[config.mk]
export PLATFORM = sky130hd
export DESIGN_NAME = dram_itest_seq
export DESIGN_NICKNAME = d
export VERILOG_FILES = /design/src/rtl/itest_pkg.sv /design/src/rtl/itest_lfsr.sv /design/src/rtl/itest_timer.sv /design/src/rtl/itest_pattern.sv /design/src/rtl/dram_itest_seq.sv
export SDC_FILE = /design/constraint.sdc
export NUM_CORES = 1
export LEC_CHECK = 0
export BUFFER_PORTS_ARGS = -buffer_cell sky130_fd_sc_hd__buf_4
export CORE_ASPECT_RATIO = 1.4
export CORE_UTILIZATION = 30
export CTS_BUF_LIST = sky130_fd_sc_hd__clkbuf_16
export CTS_CLUSTER_DIAMETER = 200
export DETAILED_ROUTE_END_ITERATION = 7
export GPL_ROUTABILITY_DRIVEN = 0
export GPL_TIMING_DRIVEN = 0
export SLEW_MARGIN = 20
export SYNTH_ARGS = -nofsm -noshare
export SYNTH_HDL_FRONTEND = slang
export SYNTH_HIERARCHICAL = 1
export SYNTH_SLANG_ARGS = --single-unit
[constraint.sdc]
create_clock -name clk_i -period 3.5 [get_ports clk_i]
set_input_delay 0.7 -clock clk_i [delete_from_list [all_inputs] [get_ports clk_i]]
set_output_delay 0.7 -clock clk_i [all_outputs]
set_load 0.01 [all_outputs]
[src/rtl/itest_pkg.sv]
package itest_pkg;

  typedef enum logic [2:0] {
    CMD_NOP = 3'd0,
    CMD_ACT = 3'd1,
    CMD_RD  = 3'd2,
    CMD_PRE = 3'd3
  } cmd_e;

  typedef enum logic {
    MODE_ONE  = 1'b0,
    MODE_QUAD = 1'b1
  } mode_e;

  localparam int unsigned RND_W = 16;

  // Fibonacci step for x^16 + x^14 + x^13 + x^11 + 1
  function automatic logic [RND_W-1:0] rnd_step(input logic [RND_W-1:0] s);
    return {s[RND_W-2:0], s[15] ^ s[13] ^ s[12] ^ s[10]};
  endfunction

  // Length of one four-bank interleave period
  function automatic int unsigned quad_period(input int unsigned banks,
                                              input int unsigned trrd,
                                              input int unsigned trcd);
    return (banks - 1) * trrd + trcd + 1;
  endfunction

endpackage

[src/rtl/itest_lfsr.sv]
module itest_lfsr
  import itest_pkg::*;
#(
  parameter logic [RND_W-1:0] SEED  = 16'hACE1,
  parameter int unsigned      OUT_W = 13
) (
  input  logic             clk_i,
  input  logic             rst_ni,
  input  logic             step_i,
  output logic [OUT_W-1:0] rnd_o
);

  logic [RND_W-1:0] state_q;

  always_ff @(posedge clk_i or negedge rst_ni) begin
    if (!rst_ni) begin
      state_q <= SEED;
    end else if (step_i) begin
      state_q <= rnd_step(state_q);
    end
  end

  assign rnd_o = state_q[OUT_W-1:0];

  AST_RND_NEVER_ZERO: assert property (@(posedge clk_i) disable iff (!rst_ni)
    state_q != '0);
  AST_RND_HOLDS_IDLE: assert property (@(posedge clk_i) disable iff (!rst_ni)
    !step_i |=> $stable(state_q));

endmodule

[src/rtl/itest_timer.sv]
module itest_timer
  import itest_pkg::*;
#(
  parameter int unsigned ONE_PERIOD  = 11,
  parameter int unsigned QUAD_PERIOD = 10,
  parameter int unsigned CW          = 4
) (
  input  logic          clk_i,
  input  logic          rst_ni,
  input  logic          en_i,
  input  logic          mode_i,
  output logic [CW-1:0] slot_o,
  output logic          mode_o,
  output logic          start_o
);

  localparam logic [CW-1:0] ONE_END  = CW'(ONE_PERIOD);
  localparam logic [CW-1:0] QUAD_END = CW'(QUAD_PERIOD);

  logic          run_q;
  logic          mode_q;
  logic [CW-1:0] pos_q;
  logic [CW-1:0] end_pos;

  assign end_pos = (mode_q == MODE_QUAD) ? QUAD_END : ONE_END;
  assign start_o = !run_q || (pos_q == end_pos);
  assign slot_o  = start_o ? '0 : pos_q;
  assign mode_o  = start_o ? mode_i : mode_q;

  always_ff @(posedge clk_i or negedge rst_ni) begin
    if (!rst_ni) begin
      run_q  <= 1'b0;
      mode_q <= MODE_ONE;
      pos_q  <= '0;
    end else if (!en_i) begin
      run_q <= 1'b0;
      pos_q <= '0;
    end else begin
      run_q  <= 1'b1;
      mode_q <= mode_o;
      pos_q  <= slot_o + 1'b1;
    end
  end

  AST_MODE_ONLY_AT_EDGE: assert property (@(posedge clk_i) disable iff (!rst_ni)
    (en_i && !start_o) |=> $stable(mode_q));
  AST_SLOT_INSIDE_PERIOD: assert property (@(posedge clk_i) disable iff (!rst_ni)
    slot_o < ((mode_o == MODE_QUAD) ? QUAD_END : ONE_END));

endmodule

[src/rtl/itest_pattern.sv]
module itest_pattern
  import itest_pkg::*;
#(
  parameter int unsigned BANKS  = 4,
  parameter int unsigned BANK_W = 2,
  parameter int unsigned TRCD   = 3,
  parameter int unsigned TRAS   = 8,
  parameter int unsigned TRRD   = 2,
  parameter int unsigned CW     = 4
) (
  input  logic              clk_i,
  input  logic              rst_ni,
  input  logic [CW-1:0]     slot_i,
  input  logic              mode_i,
  output cmd_e              cmd_o,
  output logic [BANK_W-1:0] bank_o,
  output logic              ap_o
);

  logic [BANKS-1:0] act_hit;
  logic [BANKS-1:0] rd_hit;

  for (genvar b = 0; b < BANKS; b++) begin : g_bank
    assign act_hit[b] = (slot_i == CW'(b * TRRD));
    assign rd_hit[b]  = (slot_i == CW'(b * TRRD + TRCD));
  end

  always_comb begin
    cmd_o  = CMD_NOP;
    bank_o = '0;
    ap_o   = 1'b0;
    if (mode_i == MODE_ONE) begin
      if (slot_i == '0)              cmd_o = CMD_ACT;
      else if (slot_i == CW'(TRCD))  cmd_o = CMD_RD;
      else if (slot_i == CW'(TRAS))  cmd_o = CMD_PRE;
    end else begin
      for (int b = 0; b < BANKS; b++) begin
        if (act_hit[b]) begin
          cmd_o  = CMD_ACT;
          bank_o = BANK_W'(b);
        end
        if (rd_hit[b]) begin
          cmd_o  = CMD_RD;
          bank_o = BANK_W'(b);
          ap_o   = 1'b1;
        end
      end
    end
  end

  AST_QUAD_SLOT_UNIQUE: assert property (@(posedge clk_i) disable iff (!rst_ni)
    (mode_i == MODE_QUAD) |-> $onehot0({act_hit, rd_hit}));

endmodule

[src/rtl/dram_itest_seq.sv]
module dram_itest_seq
  import itest_pkg::*;
#(
  parameter int unsigned      ADDR_W = 13,
  parameter int unsigned      BANKS  = 4,
  parameter int unsigned      BANK_W = 2,
  parameter int unsigned      TRCD   = 3,
  parameter int unsigned      TRAS   = 8,
  parameter int unsigned      TRC    = 11,
  parameter int unsigned      TRRD   = 2,
  parameter logic [RND_W-1:0] SEED   = 16'hACE1
) (
  input  logic              clk_i,
  input  logic              rst_ni,
  input  logic              en_i,
  input  logic              mode_i,
  output logic [2:0]        cmd_o,
  output logic [BANK_W-1:0] bank_o,
  output logic [ADDR_W-1:0] addr_o,
  output logic              ap_o
);

  localparam int unsigned QUAD_P = quad_period(BANKS, TRRD, TRCD);
  localparam int unsigned MAX_P  = (TRC > QUAD_P) ? TRC : QUAD_P;
  localparam int unsigned CW     = $clog2(MAX_P + 1);

  logic [CW-1:0]     slot;
  logic              eff_mode;
  logic              start;
  cmd_e              pat_cmd;
  logic [BANK_W-1:0] pat_bank;
  logic              pat_ap;
  logic [ADDR_W-1:0] rnd;

  // named events for the checks below
  logic cmd_issue;
  logic eff_one;
  logic nop_quad;

  assign cmd_issue = en_i && (pat_cmd != CMD_NOP);
  assign eff_one   = en_i && (eff_mode == MODE_ONE);
  assign nop_quad  = en_i && (eff_mode == MODE_QUAD) && !cmd_issue;

  itest_timer #(
    .ONE_PERIOD (TRC),
    .QUAD_PERIOD(QUAD_P),
    .CW         (CW)
  ) u_timer (
    .clk_i  (clk_i),
    .rst_ni (rst_ni),
    .en_i   (en_i),
    .mode_i (mode_i),
    .slot_o (slot),
    .mode_o (eff_mode),
    .start_o(start)
  );

  itest_pattern #(
    .BANKS (BANKS),
    .BANK_W(BANK_W),
    .TRCD  (TRCD),
    .TRAS  (TRAS),
    .TRRD  (TRRD),
    .CW    (CW)
  ) u_pattern (
    .clk_i (clk_i),
    .rst_ni(rst_ni),
    .slot_i(slot),
    .mode_i(eff_mode),
    .cmd_o (pat_cmd),
    .bank_o(pat_bank),
    .ap_o  (pat_ap)
  );

  itest_lfsr #(
    .SEED (SEED),
    .OUT_W(ADDR_W)
  ) u_lfsr (
    .clk_i (clk_i),
    .rst_ni(rst_ni),
    .step_i(cmd_issue),
    .rnd_o (rnd)
  );

  // Single-bank commands must always move the address lines
  function automatic logic [ADDR_W-1:0] fresh_addr(input logic [ADDR_W-1:0] r,
                                                   input logic [ADDR_W-1:0] prev,
                                                   input logic               one);
    return (one && (r == prev)) ? ~r : r;
  endfunction

  logic [2:0]        cmd_q,  cmd_d;
  logic [BANK_W-1:0] bank_q, bank_d;
  logic [ADDR_W-1:0] addr_q, addr_d;
  logic              ap_q,   ap_d;

  always_comb begin
    cmd_d  = CMD_NOP;
    bank_d = bank_q;
    addr_d = addr_q;
    ap_d   = ap_q;
    if (!en_i) begin
      ap_d = 1'b0;
    end else if (cmd_issue) begin
      cmd_d  = pat_cmd;
      bank_d = pat_bank;
      addr_d = fresh_addr(rnd, addr_q, eff_one);
      ap_d   = pat_ap;
    end else if (eff_one) begin
      addr_d = ~addr_q;
      ap_d   = 1'b0;
    end
  end

  always_ff @(posedge clk_i or negedge rst_ni) begin
    if (!rst_ni) begin
      cmd_q  <= CMD_NOP;
      bank_q <= '0;
      addr_q <= '0;
      ap_q   <= 1'b0;
    end else begin
      cmd_q  <= cmd_d;
      bank_q <= bank_d;
      addr_q <= addr_d;
      ap_q   <= ap_d;
    end
  end

  assign cmd_o  = cmd_q;
  assign bank_o = bank_q;
  assign addr_o = addr_q;
  assign ap_o   = ap_q;

  AST_IDLE_GIVES_NOP: assert property (@(posedge clk_i) disable iff (!rst_ni)
    !en_i |=> (cmd_o == CMD_NOP) && !ap_o);
  AST_PERIOD_OPENS_ACT: assert property (@(posedge clk_i) disable iff (!rst_ni)
    (en_i && start) |=> (cmd_o == CMD_ACT));
  AST_ONE_BANK_ZERO: assert property (@(posedge clk_i) disable iff (!rst_ni)
    (eff_one && cmd_issue) |=> (bank_o == '0));
  AST_ONE_ADDR_MOVES: assert property (@(posedge clk_i) disable iff (!rst_ni)
    eff_one |=> (addr_o != $past(addr_o)));
  AST_QUAD_NO_PRE: assert property (@(posedge clk_i) disable iff (!rst_ni)
    (en_i && !eff_one) |=> (cmd_o != CMD_PRE));
  AST_QUAD_NOP_HOLDS: assert property (@(posedge clk_i) disable iff (!rst_ni)
    nop_quad |=> $stable(addr_o) && $stable(bank_o) && $stable(ap_o));
  AST_AP_ON_READ_ONLY: assert property (@(posedge clk_i) disable iff (!rst_ni)
    (ap_o && (cmd_o != CMD_NOP)) |-> (cmd_o == CMD_RD));
  AST_ONE_NO_AP: assert property (@(posedge clk_i) disable iff (!rst_ni)
    eff_one |=> !ap_o);
  AST_CMD_LEGAL: assert property (@(posedge clk_i) disable iff (!rst_ni)
    cmd_o <= 3'd3);

endmodule

==> summary.md <==
| Metric | Value |
|---|---|
| Number of clock sinks | between 40 and 50 |
| Die area | 0.00813 mm² |
| Setup Skew | between 0.005 and 0.006 ns |
| LEAKAGE | between 0.001 and 0.0015 µW |
| Row cnt | 37 |
| Post-CTS setup buffer count | 0 |
| Antenna violations before repair | 0 |
| Crit-path max FO | 10 |
| Synthesized netlist cell count | between 200 and 250 |
| Max Slew Vio Count | 0 |
| Starting Density | a little under a third |
| Hold Vio Cnt, Final | 0 |
| Worst Path Arrival | around 3.2 ns |
| Die Wd | 76.5 µm |
| Slowest stage cell on the critical path | dfrtp_1 |
| Fin Setup TNS | 0 ns |
| Critical path startpoint category | register |
| Clk buf depth | 2 |
| Drt total wl | between 4000 and 5000 µm |
| Final setup viols | 0 |
| Clk_lat worst skew | approximately 0.28 ns |
| Synth Area per Inst | around 11 µm² |
| DRC Markers | 0 |
| Final ANT Viol Nets | 0 |
| Hpwl dp | 3050 µm |
| Die Height | 106 µm |
| GRT Total Usage | 11.9% |
| Largest net degree at the start of global routing | 42 |
| Outcome | completed |
| Vias in the first global route | about 1600 |
| I/O Pins | 23 |
| CP max stage delay | 0.39 ns |
| Max IR drop VDD | approximately 0.00026 V |
| Layout cells sized above 1 | a little under a third |
| Cell family with most CP delay | simple AND/OR/NAND/NOR gates |
| Crit path kind | reg -> reg |
| Reg2reg setup slack | 0.44 ns |
| Slew HR | roughly 64% |
| Clock Tree Root | clkbuf_16 |
| WP buf/inv | 4 |
| Num CTS Buffers | 5 |
| Area of the core | roughly 0.0075 mm² |
| Vias per cell | ~4.4 |
| Area Growth Syn to Fin | 19.4% |
| CP cell instances | nand3b_1, o21a_1, o22a_2, and4b_1, a31oi_1, nand2_1, nor3_1, nand2b_1, clkbuf_2, inv_1, buf_6, buf_12, mux2_4 |
| DR iter-0 viols | 70 |
| First-pass GRT wire length | approximately 7500 µm |
| GRT overflow | 0 |
| Worst-Margin Slew | ~0.53 ns |
| Final period utilization | between 80 and 90% |
| CTS tree | done |
| RSZ-0062 raised after global routing | false |
| Fin nets | ~250 |
| Worst Setup End Kind | register |
| Max frequency | approximately 330 MHz |
| Syn Nets | 219 |
| DRT Pass-1 Iters | 4 |
| Hold WC Path Type | in -> async |
| Via count | approximately 1500 |
| Pwr dens | between 800 and 900 mW/mm² |
| Final worst path period need | about 3 ns |
| Critical Path RT | between 3 and 4 ns |
| CTS H-tree lvls | 2 |
| Antenna diodes | 0 |
| Mapped Area | approximately 0.0023 mm² |
| WHS | between 0.4 and 0.5 ns |
| Port-buffer cells | 22 |
| Routed wire length per instance | 12.6 µm |
| Ys Warns | 6 |
| Number of max-cap violations | 0 |
| Clk pin slew, worst setup/hold paths | 0.06 ns |
layout by cell type, fill, tap and decap left out, types with 2 or more instances in the layout:
cell and instances:
buf_4 36, xnor2_1 34, dfrtp_1 33, nand2_1 21, xor2_1 14, o21ai_1 11
mux2_4 8, dfstp_2 8, and2_1 7, mux2_2 7, clkbuf_16 5, nor2_1 5
inv_1 4, nand3_1 4, nand2b_1 3, nand4_1 3, buf_2 3, o21ai_0 3
a21oi_1 3, clkbuf_1 2, buf_6 2, and3_1 2, o21a_1 2
registers in the layout (all words and copies together), names as in the netlist:
name and count:
u_lfsr/state_q 16, u_timer/pos_q 4, u_timer/run_q 1, ap_o 1, cmd_o 3, u_timer/mode_q 1
addr_o 13, bank_o 2
path summary, 6_finish.rpt:
check                                  from                 end  depth (start not counted)
max reg2reg                u_timer/pos_q[2]   u_lfsr/state_q[8]                         13
max                        u_timer/pos_q[2]   u_lfsr/state_q[8]                         13
min                                  rst_ni           addr_o[2]                          1
min reg2reg                       bank_o[1]           bank_o[1]                          2
min in group clk_i                bank_o[1]           bank_o[1]                          2
max in group asynchronous            rst_ni  u_lfsr/state_q[15]                          1
cell type report:
cell class | instances | area (µm²)
repair buffers | 22 | 165
plain buffers | 23 | 175
flip-flops and latches | 41 | 1040
clock buffers | 5 | 125
multi-input cells | 147 | 1110
well taps | 97 | 121
clock inverters | 3 | 38.8
inverters | 3 | 11.3
fillers | 746 | 4670
what timing repair did:
item,4_1_cts,5_1_grt
hold buffers,0,0
gates resized for setup,0,2
endpoints found under the setup margin,0,8
per-layer routing:
metal,GRT usage (%),share of wire (%)
met1,13.6,44
met2,21.6,52
met3,2.40,2.4
met4,4.95,1.7
met5,0,0
power by group:
part / switching, µW / internal (µW) / leakage [µW]
sequential: 176 / 685 / 0.000493
clock: 181 / 332 / 0.0000850
combinational: 368 / 557 / 0.000676
per-stage QoR:
step / instance area, µm² / cells / utilization [%] / setup slack (ns) / total power (µW)
after floorplan: 2330 / 214 / - / 0.660 / 1540
after global placement: 2620 / 333 / 35.1 / 0.0767 / 1790
after detailed placement: 2620 / 333 / 35.1 / 0.0752 / 1810
after CTS: 2780 / 341 / 37.3 / 0.185 / 2330
after global routing: 2780 / 341 / 37.3 / 0.219 / 2460
final: 2780 / 341 / 37.3 / 0.439 / 2300
Note: power is estimated with default switching activity, not from simulation.
